### src/rtl/mi_pkg.sv
package mi_pkg;

   typedef enum logic [2:0] {
      ST_I  = 3'd0,
      ST_IS = 3'd1,
      ST_IM = 3'd2,
      ST_M  = 3'd3,
      ST_MI = 3'd4
   } mi_state_e;

   typedef enum logic [3:0] {
      EV_NONE,
      EV_LOAD,
      EV_IFETCH,
      EV_STORE,
      EV_DATA,
      EV_FWD_GETX,
      EV_INV,
      EV_REPL,
      EV_WB_ACK,
      EV_WB_NACK,
      EV_BAD_FWD,
      EV_BAD_RESP
   } mi_event_e;

   typedef enum logic [1:0] {
      SRC_NONE,
      SRC_RESP,
      SRC_FWD,
      SRC_PROC
   } mi_src_e;

   localparam logic [1:0] PK_LOAD    = 2'b00;
   localparam logic [1:0] PK_IFETCH  = 2'b01;
   localparam logic [1:0] RT_DATA    = 2'b00;
   localparam logic [1:0] RT_WB_ACK  = 2'b01;
   localparam logic [1:0] RT_WB_NACK = 2'b10;
   localparam logic [1:0] FT_GETX    = 2'b00;
   localparam logic [1:0] FT_INV     = 2'b01;
   localparam logic       REQ_GET    = 1'b0;
   localparam logic       REQ_PUT    = 1'b1;

endpackage

### src/rtl/mi_evt_dec.sv
module mi_evt_dec
   import mi_pkg::*;
#(
   parameter int LINE_W = 12
) (
   input  logic              resp_valid,
   input  logic [1:0]        resp_type,
   input  logic              fwd_valid,
   input  logic [1:0]        fwd_type,
   input  logic              preq_valid,
   input  logic [1:0]        preq_kind,
   input  logic [LINE_W-1:0] preq_line,
   input  logic              line_busy,
   input  logic [LINE_W-1:0] tag_line,
   output mi_event_e         evt,
   output mi_src_e           src
);

   always_comb begin
      evt = EV_NONE;
      src = SRC_NONE;
      if (resp_valid) begin
         src = SRC_RESP;
         case (resp_type)
            RT_DATA:    evt = EV_DATA;
            RT_WB_ACK:  evt = EV_WB_ACK;
            RT_WB_NACK: evt = EV_WB_NACK;
            default:    evt = EV_BAD_RESP;
         endcase
      end else if (fwd_valid) begin
         src = SRC_FWD;
         case (fwd_type)
            FT_GETX: evt = EV_FWD_GETX;
            FT_INV:  evt = EV_INV;
            default: evt = EV_BAD_FWD;
         endcase
      end else if (preq_valid) begin
         src = SRC_PROC;
         if (line_busy && (preq_line != tag_line)) begin
            evt = EV_REPL;
         end else begin
            case (preq_kind)
               PK_LOAD:   evt = EV_LOAD;
               PK_IFETCH: evt = EV_IFETCH;
               default:   evt = EV_STORE;
            endcase
         end
      end
   end

endmodule

### src/rtl/mi_tbe.sv
module mi_tbe #(
   parameter int DATA_W = 32
) (
   input  logic              clk,
   input  logic              rst_n,
   input  logic              alloc,
   input  logic              free,
   input  logic              alloc_store,
   input  logic [DATA_W-1:0] alloc_data,
   output logic              valid,
   output logic              is_store,
   output logic [DATA_W-1:0] data
);

   always_ff @(posedge clk or negedge rst_n) begin
      if (!rst_n) begin
         valid    <= 1'b0;
         is_store <= 1'b0;
         data     <= '0;
      end else if (alloc) begin
         valid    <= 1'b1;
         is_store <= alloc_store;
         data     <= alloc_data;
      end else if (free) begin
         valid    <= 1'b0;
      end
   end


   tbe_alloc_chk: assert property (@(posedge clk) disable iff (!rst_n)
      alloc |-> !valid);


   tbe_free_chk: assert property (@(posedge clk) disable iff (!rst_n)
      free |-> valid);

endmodule

### src/rtl/mi_line_fsm.sv
module mi_line_fsm
   import mi_pkg::*;
#(
   parameter int LINE_W    = 12,
   parameter int DATA_W    = 32,
   parameter bit PERM_FLOP = 1'b0
) (
   input  logic              clk,
   input  logic              rst_n,
   input  mi_event_e         evt,
   input  logic [LINE_W-1:0] preq_line,
   input  logic [DATA_W-1:0] preq_wdata,
   input  logic [DATA_W-1:0] resp_data,
   input  logic              tbe_is_store,
   input  logic [DATA_W-1:0] tbe_data,
   output mi_state_e         st,
   output logic [LINE_W-1:0] tag_line,
   output logic              accept,
   output logic              tbe_alloc,
   output logic              tbe_free,
   output logic              tbe_alloc_store,
   output logic [DATA_W-1:0] tbe_alloc_data,
   output logic              req_valid,
   output logic              req_type,
   output logic [LINE_W-1:0] req_line,
   output logic [DATA_W-1:0] req_data,
   output logic              dresp_valid,
   output logic [DATA_W-1:0] dresp_data,
   output logic              done,
   output logic [DATA_W-1:0] rdata,
   output logic              perm_rw,
   output logic              proto_err
);

   mi_state_e         nxt;
   logic [LINE_W-1:0] tag_d;
   logic [DATA_W-1:0] line_q, line_d;

   always_ff @(posedge clk or negedge rst_n) begin
      if (!rst_n) begin
         st       <= ST_I;
         tag_line <= '0;
         line_q   <= '0;
      end else begin
         st       <= nxt;
         tag_line <= tag_d;
         line_q   <= line_d;
      end
   end

   always_comb begin
      nxt             = st;
      tag_d           = tag_line;
      line_d          = line_q;
      accept          = 1'b0;
      tbe_alloc       = 1'b0;
      tbe_free        = 1'b0;
      tbe_alloc_store = 1'b0;
      tbe_alloc_data  = '0;
      req_valid       = 1'b0;
      req_type        = REQ_GET;
      req_line        = tag_line;
      req_data        = line_q;
      dresp_valid     = 1'b0;
      dresp_data      = line_q;
      done            = 1'b0;
      rdata           = line_q;
      proto_err       = 1'b0;
      unique case (st)
         ST_I: begin
            if (evt inside {EV_LOAD, EV_IFETCH, EV_STORE}) begin
               accept          = 1'b1;
               tbe_alloc       = 1'b1;
               tbe_alloc_store = (evt == EV_STORE);
               tbe_alloc_data  = preq_wdata;
               req_valid       = 1'b1;
               req_type        = REQ_GET;
               req_line        = preq_line;
               tag_d           = preq_line;
               nxt             = (evt == EV_STORE) ? ST_IM : ST_IS;
            end else if (evt inside {EV_INV, EV_FWD_GETX}) begin
               accept = 1'b1;
            end else if (evt != EV_NONE) begin
               accept    = 1'b1;
               proto_err = 1'b1;
            end
         end
         ST_IS, ST_IM: begin
            if (evt == EV_DATA) begin
               accept   = 1'b1;
               tbe_free = 1'b1;
               done     = 1'b1;
               line_d   = tbe_is_store ? tbe_data : resp_data;
               rdata    = line_d;
               nxt      = ST_M;
            end else if (evt inside {EV_WB_ACK, EV_WB_NACK, EV_BAD_FWD, EV_BAD_RESP}) begin
               accept    = 1'b1;
               proto_err = 1'b1;
            end
         end
         ST_M: begin
            if (evt inside {EV_LOAD, EV_IFETCH}) begin
               accept = 1'b1;
               done   = 1'b1;
            end else if (evt == EV_STORE) begin
               accept = 1'b1;
               done   = 1'b1;
               line_d = preq_wdata;
               rdata  = preq_wdata;
            end else if (evt == EV_FWD_GETX) begin
               accept      = 1'b1;
               dresp_valid = 1'b1;
               nxt         = ST_I;
            end else if (evt inside {EV_INV, EV_REPL}) begin
               accept         = (evt == EV_INV);
               tbe_alloc      = 1'b1;
               tbe_alloc_data = line_q;
               req_valid      = 1'b1;
               req_type       = REQ_PUT;
               nxt            = ST_MI;
            end else if (evt != EV_NONE) begin
               accept    = 1'b1;
               proto_err = 1'b1;
            end
         end
         ST_MI: begin
            if (evt inside {EV_WB_ACK, EV_WB_NACK}) begin
               accept   = 1'b1;
               tbe_free = 1'b1;
               nxt      = ST_I;
            end else if (evt == EV_INV) begin
               accept = 1'b1;
            end else if (evt == EV_FWD_GETX) begin
               accept      = 1'b1;
               dresp_valid = 1'b1;
               dresp_data  = tbe_data;
            end else if (evt inside {EV_DATA, EV_BAD_FWD, EV_BAD_RESP}) begin
               accept    = 1'b1;
               proto_err = 1'b1;
            end
         end
         default: begin
            nxt = ST_I;
         end
      endcase
   end

   generate
      if (PERM_FLOP) begin : g_perm_flop
         logic perm_q;
         always_ff @(posedge clk or negedge rst_n) begin
            if (!rst_n) perm_q <= 1'b0;
            else        perm_q <= (nxt == ST_M);
         end
         assign perm_rw = perm_q;


         perm_state_chk: assert property (@(posedge clk) disable iff (!rst_n)
            perm_rw == (st == ST_M));
      end else begin : g_perm_dec
         assign perm_rw = (st == ST_M);
      end
   endgenerate


   put_to_mi_chk: assert property (@(posedge clk) disable iff (!rst_n)
      (req_valid && req_type == REQ_PUT) |=> (st == ST_MI));


   fill_to_m_chk: assert property (@(posedge clk) disable iff (!rst_n)
      (evt == EV_DATA && (st == ST_IS || st == ST_IM)) |=> (st == ST_M));


   err_hold_chk: assert property (@(posedge clk) disable iff (!rst_n)
      proto_err |=> (st == $past(st)));

endmodule

### src/rtl/mi_line_ctrl.sv
module mi_line_ctrl
   import mi_pkg::*;
#(
   parameter int ADDR_W    = 16,
   parameter int OFFS_W    = 4,
   parameter int DATA_W    = 32,
   parameter bit PERM_FLOP = 1'b0
) (
   input  logic                     clk,
   input  logic                     rst_n,
   input  logic                     preq_valid,
   input  logic [1:0]               preq_kind,
   input  logic [ADDR_W-1:0]        preq_addr,
   input  logic [DATA_W-1:0]        preq_wdata,
   output logic                     preq_pop,
   output logic                     preq_done,
   output logic [DATA_W-1:0]        preq_rdata,
   input  logic                     fwd_valid,
   input  logic [1:0]               fwd_type,
   output logic                     fwd_pop,
   input  logic                     resp_valid,
   input  logic [1:0]               resp_type,
   input  logic [DATA_W-1:0]        resp_data,
   output logic                     resp_pop,
   output logic                     req_valid,
   output logic                     req_type,
   output logic [ADDR_W-OFFS_W-1:0] req_line,
   output logic [DATA_W-1:0]        req_data,
   output logic                     dresp_valid,
   output logic [DATA_W-1:0]        dresp_data,
   output logic                     perm_rw,
   output logic                     proto_err
);

   localparam int LINE_W = ADDR_W - OFFS_W;

   generate
      if (OFFS_W < 1 || OFFS_W >= ADDR_W) begin : g_bad_offs
         $error("mi_line_ctrl: OFFS_W must lie in 1..ADDR_W-1");
      end
      if (DATA_W < 1) begin : g_bad_data
         $error("mi_line_ctrl: DATA_W must be positive");
      end
   endgenerate

   logic [LINE_W-1:0] preq_line, tag_line;
   logic [OFFS_W-1:0] unused_offs;
   mi_event_e         evt;
   mi_src_e           src;
   mi_state_e         st;
   logic              accept;
   logic              tbe_alloc, tbe_free, tbe_alloc_store;
   logic [DATA_W-1:0] tbe_alloc_data, tbe_data;
   logic              tbe_valid, tbe_is_store;

   assign preq_line   = preq_addr[ADDR_W-1:OFFS_W];
   assign unused_offs = preq_addr[OFFS_W-1:0];

   mi_evt_dec #(.LINE_W(LINE_W)) dec_i (
      .resp_valid (resp_valid),
      .resp_type  (resp_type),
      .fwd_valid  (fwd_valid),
      .fwd_type   (fwd_type),
      .preq_valid (preq_valid),
      .preq_kind  (preq_kind),
      .preq_line  (preq_line),
      .line_busy  (st != ST_I),
      .tag_line   (tag_line),
      .evt        (evt),
      .src        (src)
   );

   mi_line_fsm #(
      .LINE_W    (LINE_W),
      .DATA_W    (DATA_W),
      .PERM_FLOP (PERM_FLOP)
   ) fsm_i (
      .clk             (clk),
      .rst_n           (rst_n),
      .evt             (evt),
      .preq_line       (preq_line),
      .preq_wdata      (preq_wdata),
      .resp_data       (resp_data),
      .tbe_is_store    (tbe_is_store),
      .tbe_data        (tbe_data),
      .st              (st),
      .tag_line        (tag_line),
      .accept          (accept),
      .tbe_alloc       (tbe_alloc),
      .tbe_free        (tbe_free),
      .tbe_alloc_store (tbe_alloc_store),
      .tbe_alloc_data  (tbe_alloc_data),
      .req_valid       (req_valid),
      .req_type        (req_type),
      .req_line        (req_line),
      .req_data        (req_data),
      .dresp_valid     (dresp_valid),
      .dresp_data      (dresp_data),
      .done            (preq_done),
      .rdata           (preq_rdata),
      .perm_rw         (perm_rw),
      .proto_err       (proto_err)
   );

   mi_tbe #(.DATA_W(DATA_W)) tbe_i (
      .clk         (clk),
      .rst_n       (rst_n),
      .alloc       (tbe_alloc),
      .free        (tbe_free),
      .alloc_store (tbe_alloc_store),
      .alloc_data  (tbe_alloc_data),
      .valid       (tbe_valid),
      .is_store    (tbe_is_store),
      .data        (tbe_data)
   );

   assign resp_pop = accept && (src == SRC_RESP);
   assign fwd_pop  = accept && (src == SRC_FWD);
   assign preq_pop = accept && (src == SRC_PROC);


   one_pop_chk: assert property (@(posedge clk) disable iff (!rst_n)
      $countones({resp_pop, fwd_pop, preq_pop}) <= 1);


   resp_first_chk: assert property (@(posedge clk) disable iff (!rst_n)
      resp_valid |-> (!fwd_pop && !preq_pop));


   pend_stall_chk: assert property (@(posedge clk) disable iff (!rst_n)
      ((st == ST_IS || st == ST_IM) && !resp_valid && fwd_valid && !fwd_type[1])
         |-> (!fwd_pop && !preq_pop));


   tbe_state_chk: assert property (@(posedge clk) disable iff (!rst_n)
      tbe_valid == (st == ST_IS || st == ST_IM || st == ST_MI));


   tbe_kind_chk: assert property (@(posedge clk) disable iff (!rst_n)
      (tbe_valid && st != ST_MI) |-> (tbe_is_store == (st == ST_IM)));

endmodule

### config.mk
export PLATFORM = sky130hd
export DESIGN_NAME = mi_line_ctrl
export DESIGN_NICKNAME = d
export VERILOG_FILES = /design/src/rtl/mi_pkg.sv /design/src/rtl/mi_evt_dec.sv /design/src/rtl/mi_tbe.sv /design/src/rtl/mi_line_fsm.sv /design/src/rtl/mi_line_ctrl.sv
export SDC_FILE = /design/constraint.sdc
export NUM_CORES = 1
export LEC_CHECK = 0
export ABC_CLOCK_PERIOD_IN_PS = 3050
export BUFFER_PORTS_ARGS = -buffer_cell sky130_fd_sc_hd__buf_2
export CAP_MARGIN = 30
export CORE_UTILIZATION = 47
export DETAILED_ROUTE_END_ITERATION = 6
export PLACE_DENSITY = 0.89
export SLEW_MARGIN = 30
export SYNTH_ARGS = -nofsm -noshare
export SYNTH_HDL_FRONTEND = slang
export SYNTH_SLANG_ARGS = --single-unit
### constraint.sdc
create_clock -name clk -period 3.05 [get_ports clk]
set_clock_uncertainty 0.1 [all_clocks]
set_input_delay 0.305 -clock clk [delete_from_list [all_inputs] [get_ports clk]]
set_output_delay 0.305 -clock clk [all_outputs]
set_load 0.01 [all_outputs]
# Word level (Yosys, flattened, before mapping)
# Cells that the tools add are included.
[totals] ff_bits=80 latchBits=0 ram_bits=0 romBits=0 inputBits=91 output_inout_bits=117 elab_cells=133 memories=0
[classes] n_addsub=0 mul=0 n_div=0 magnitude_cmp=0 eq_ne=29 n_shift=0 n_mux=80 bitwise_logic=0 n_reduce_logical=19
[ops] op="$mux W32" n=13
[ops] op="$pmux W32 S2" n=2
[ops] op="$mux W1" n=39
[ops] op="$mux W12" n=2
[ops] op="$mux W3" n=7
[ops] op="$eq A4 B3 Y1 const B" n=4
[ops] op="$eq A4 B4 Y1 const B" n=4
[ops] op="$mux W4" n=4
[ops] op="$ne A12 B12 Y1" n=1
[ops] op="$pmux W3 S4" n=1
[ops] op="$pmux W4 S3" n=1
[ops] op="$reduce_bool A3 Y1" n=3
[ops] op="$eq A2 B1 Y1 const B" n=4
[ops] op="$eq A4 B2 Y1 const B" n=2
[ops] op="$mux W2" n=4
[ops] op="$pmux W1 S4" n=2
[ops] op="$pmux W4 S2" n=1
[ops] op="$reduce_bool A2 Y1" n=4
[ops] op="$reduce_bool A4 Y1" n=2
[ops] op="$eq A2 B2 Y1 const B" n=3
[ops] op="$eq A3 B2 Y1 const B" n=2
[ops] op="$logic_not A2 Y1" n=3
[ops] op="$ne A2 B1 Y1 const B" n=3
[ops] op="$pmux W1 S2" n=3
[ops] op="other kinds (10)" n=14

# Depth between registers and ports, before layout
[depth] ltp_word=14 ltp_mapped=9 depth_no_buf=6

# Cells and area by module
# A second synthesis with hierarchy kept.
[unflattened] cells_unflattened=472 hier_area_um2=5107.4
[modules_own_cells] module="mi_line_fsm" instances=1 cells_per_inst=357 area_each_um2=3392.0 seq_area_each_um2=1176.1
[modules_own_cells] module="mi_tbe" instances=1 cells_per_inst=73 area_each_um2=1413.9 seq_area_each_um2=850.8
[modules_own_cells] module="mi_evt_dec" instances=1 cells_per_inst=38 area_each_um2=271.5 seq_area_each_um2=0.0
[modules_own_cells] module="mi_line_ctrl" instances=1 cells_per_inst=4 area_each_um2=30.0 seq_area_each_um2=0.0

# Least setup slack after synthesis
# OpenSTA, ideal clock, no wires.
[synth_path] kind="reg-to-output" start="register fsm_i.st[1]" end="output preq_rdata[10]" t_arrival_ns=1.868 required_time_ns=2.645 slack_ns=0.777 path_stages_with_launch=8 n_path_buf=2 path_cell_list="dfrtp_1 > buf_2 > or3_1 > o31a_1 > nor3_4 > nor2_2 > buf_2 > a221o_1"
[synth_between] elab_chain_cells=10 elab_cells_between_ends=19
[synth_rtl] item="start: declaration" line="mi_line_fsm.sv:16" source="output mi_state_e st,"
[synth_rtl] item="start signal: assignment" line="mi_line_fsm.sv:45" source="st <= nxt;"
[synth_rtl] item="$reduce_bool A3 Y1" line="mi_line_ctrl.sv:67" source=".line_busy (st != ST_I),"
[synth_rtl] item="$logic_and A1 B1 Y1" line="mi_evt_dec.sv:39" source="if (line_busy && (preq_line != tag_line)) begin"
[synth_rtl] item="$mux W4" line="mi_evt_dec.sv:39"
[synth_rtl] item="$mux W4" line="mi_evt_dec.sv:37" source="end else if (preq_valid) begin"
[synth_rtl] item="$mux W4" line="mi_evt_dec.sv:30" source="end else if (fwd_valid) begin"
[synth_rtl] item="$mux W4" line="mi_evt_dec.sv:22" source="if (resp_valid) begin"
[synth_rtl] item="$eq A4 B2 Y1, or another cell as far along" line="mi_line_fsm.sv:105" source="end else if (evt == EV_STORE) begin"
[synth_rtl] item="$mux W32 / $reduce_bool A2 Y1 (equally long branches)" line="mi_line_fsm.sv:105, mi_line_fsm.sv:102"
[synth_rtl] item="$mux W32" line="mi_line_fsm.sv:102" source="if (evt inside {EV_LOAD, EV_IFETCH}) begin"
[synth_rtl] item="$pmux W32 S2 (*)"
[synth_rtl] item="end: declaration" line="mi_line_ctrl.sv:17" source="output logic [DATA_W-1:0] preq_rdata,"
# Every way passes the cells marked *; elsewhere a longest branch is shown, timed or not.

# Final worst setup path
[layout_path] start="register fsm_i.st[1]" end="output preq_done"
[layout_between] elab_chain_cells=10 elab_cells_between_ends=19
[layout_rtl] item="$reduce_bool A3 Y1" line="mi_line_ctrl.sv:67"
[layout_rtl] item="$logic_and A1 B1 Y1" line="mi_evt_dec.sv:39"
[layout_rtl] item="$mux W4" line="mi_evt_dec.sv:39"
[layout_rtl] item="$mux W4" line="mi_evt_dec.sv:37"
[layout_rtl] item="$mux W4" line="mi_evt_dec.sv:30"
[layout_rtl] item="$mux W4" line="mi_evt_dec.sv:22"
[layout_rtl] item="$eq A4 B2 Y1, or another cell as far along" line="mi_line_fsm.sv:105"
[layout_rtl] item="$mux W1 / $reduce_bool A2 Y1 (equally long branches)" line="mi_line_fsm.sv:105, mi_line_fsm.sv:102"
[layout_rtl] item="$mux W1" line="mi_line_fsm.sv:102"
[layout_rtl] item="$pmux W1 S2 (*)" line="mi_line_fsm.sv:69" source="unique case (st)"
[layout_rtl] item="end: declaration" line="mi_line_ctrl.sv:16" source="output logic preq_done,"
# Marked as above.

==> impl_metrics.json <==
{
  "power_density_nw_per_um2": 950.4,
  "die_y_um": 99.58,
  "final_cell_mix": "buf_2 (202), dfrtp_1 (79), mux2_2 (44), nor2_1 (38), a21o_1 (35)",
  "worstMarginPinSlew_ns": 0.7471,
  "seq_area_frac_synth": 0.4473,
  "start_kind": "register",
  "grt_start_max_net_pins": 81,
  "antenna_found_initial": 0,
  "n_antenna_cell": 0,
  "p_seq_frac": 0.366,
  "synth-seq-cells": 80,
  "totalWireLength_um": 13440,
  "clkPwrFrac": 0.136,
  "cts_buffers": 9,
  "first_pass_iters": 5,
  "hold_violations": 0,
  "cts_tree": "yes",
  "synth.avg_cell_area_um2": 11.16,
  "intPower_mw": 3.312,
  "grt_overflow": 0,
  "fmax_ghz": 0.3423,
  "insertion_delay_ns": 0.35,
  "yosysWarnings": 0,
  "sw_frac_of_total": 0.4102,
  "period_share": 0.9577,
  "yosys.area.top_type": "dfrtp_1",
  "ios": 208,
  "final_cell_area_um2": 5909,
  "setup_ws_ns": 0.1290,
  "drc_errors": 0,
  "fp-row-count": 35,
  "worstPathRequired_ns": 2.64,
  "syn_area_um2": 4476,
  "initial_core_util": 0.4844,
  "port_buffers": 203,
  "drive_gt1_frac": 0.4868,
  "clock-root-buffer": "clkbuf_8",
  "p_comb_frac": 0.498,
  "slew_headroom": 0.5019,
  "coreArea_um2": 9240,
  "worst_setup_path_end_kind": "output pin",
  "dieArea_um2": 9916,
  "syn_to_final_growth_pct": 32.04,
  "nNetsFinal": 694,
  "grt_pass1_wl_um": 20380,
  "cts_max_level": 3,
  "avgRoutedWirePerCell_um": 18.23,
  "drtIter0Drc": 182,
  "vias_per_cell": 5.826,
  "yosys.area.top_type_share": 0.4473,
  "die_x_um": 99.58,
  "setup_tns_ns": 0,
  "grt_usage": 0.2638,
  "synth_nets": 492,
  "final_common_cell": "buf_2",
  "antenna_left": 0,
  "power.leakage_nw": 3.105,
  "gp_congestion": 0.9183,
  "slew_violations": 0,
  "clock_path_buffers": 2,
  "hpwl_um": 9441,
  "grt_pass1_vias": 4113,
  "p_sw_mw": 2.304,
  "crit_fanout": 9,
  "ys_types": 44,
  "ir_worst_vdd_mv": 0.5245,
  "finalSetupViolations": 0,
  "critical_path_arrival_ns": 2.52,
  "synth_cells": 401,
  "synth_area_leaders": "dfrtp_1 (45%), mux2_2 (11%), a221o_1 (7.2%)",
  "min_path_type": "primary input to register",
  "status": "completed",
  "min_period_ns": 2.921,
  "grt_setup_unrepaired": "false",
  "clock-sinks": 80,
  "place_ws_ns": 0.04413,
  "dpl_cell_area_um2": 5675,
  "cap_violations": 0,
  "vias": 4294,
  "path_clk_slew_ns": 0.10,
  "worstSetupPathType": "register to output pin"
}
==> logic make-up after synthesis <==
group / after synthesis / synth area share
multiplexers: 76 / 0.1823
AO/OA/AOI/OAI: 123 / 0.2337
buffers and inverters: 34 / 0.03215
XOR/XNOR: 13 / 0.02544
flip-flops: 80 / 0.4473
AND/OR/NAND/NOR: 75 / 0.07912
==> sequential cells by signal, indices dropped and copies added, names as in the netlist <==
signal	flops
tbe_i.data	32
tbe_i.is_store	1
fsm_i.req_data	32
fsm_i.st	3
fsm_i.tag_line	12
==> Yosys cell counts <==
library cell  count
o221a_2           2
or2_2             3
nor3_4            1
o21bai_1          1
clkbuf_1         20
a221o_1          32
dfrtp_1          80
mux2i_1          32
buf_4             1
a21oi_2           1
nor3b_1           2
o31a_1            1
o21a_1            1
inv_2             1
a221oi_1          1
mux2_2           44
buf_2            10
nand2b_1          2
and2_1            1
nand2_1          10
inv_1             2
a211oi_1          2
nand4_1           3
xnor2_1          12
nor2b_1           1
a21oi_1           3
or3_1             1
a21boi_0          1
o211a_1           1
xor2_1            1
a21o_1           35
o2111ai_1         1
a221oi_2          1
o31ai_1           1
nor4b_1           1
a22o_1           33
nor3_1            3
or2_1             1
nor2_2            2
nand3_1           3
nor2_1           40
or3b_1            1
o21ai_0           5
o22ai_1           1
==> power by group through the flow <==
| stage | sequential [mW] | combinational [mW] | clock, mW |
|---|---|---|---|
| global route | 2.13 | 3.01 | 0.820 |
| CTS | 2.05 | 2.79 | 0.785 |
| floorplan | 1.99 | 1.71 | 0 |
| detailed placement | 2.07 | 2.77 | 0 |
| finish | 2.06 | 2.80 | 0.764 |
| global placement | 2.02 | 2.72 | 0 |
==> through the flow <==
| stage | std cells | hold slack (ns) | power (mW) | util |
|---|---|---|---|---|
| after floorplan | 401 | -0.09059 | 3.702 | - |
| after global placement | 717 | 0.3776 | 4.742 | 0.6138 |
| after detailed placement | 717 | 0.2955 | 4.839 | 0.6142 |
| after CTS | 734 | 0.09639 | 5.621 | 0.6362 |
| after global routing | 737 | 0.1046 | 5.960 | 0.6395 |
| final | 737 | 0.1138 | 5.616 | 0.6395 |
==> routing by layer <==
metal | up-vias | GRT usage | part of all wire | wire length (µm)
met1 | 2108 | 0.3251 | 0.41 | 5523
met5 | - | 0 | 0 | 0
li1 | 1929 | - | - | -
met3 | 23 | 0.04919 | 0.075 | 1005
met4 | 0 | 0.09389 | 0.019 | 262
met2 | 234 | 0.4621 | 0.49 | 6646
==> what timing repair did <==
item	in CTS	in global routing
endpoints found under the setup margin	15	33
hold endpoints to repair	80	0
pin swaps	0	3
hold buffers	1	0
buffers inserted	0	3
gates resized for setup	1	2
==> final cells by class <==
cell class	count	area, µm²
Fill cell	755	3331
Multi-Input combinational cell	287	2362
Sequential cell	80	2003
Timing Repair Buffer	222	1184
Tap cell	129	161.4
Clock buffer	10	137.6
Clock inverter	6	50.05
Inverter	3	11.26
==> critical path, stage by stage, from the launching register on <==
cell       delay [ns]
dfrtp_1          0.48
or3_1            0.47
o31a_1           0.19
buf_4            0.16
o221a_2          0.27
o2111ai_1        0.32
nand2_1          0.11
buf_2            0.16
==> worst paths after layout <==
path                              startpoint                 end  slack [ns]  depth (start not counted)
setup / recovery                 fsm_i.st[1]           preq_done        0.13                          7
hold / removal                 preq_wdata[2]   fsm_i.req_data[2]        0.11                          2
setup reg to reg           fsm_i.tag_line[5]      tbe_i.data[11]        0.62                          7
hold reg to reg                tbe_i.data[8]       tbe_i.data[8]        0.41                          1
max in group asynchronous              rst_n      tbe_i.is_store        1.83                          2
min in group asynchronous              rst_n  fsm_i.req_data[29]        0.43                          2
No activity file was read; power rests on OpenSTA's default activity.
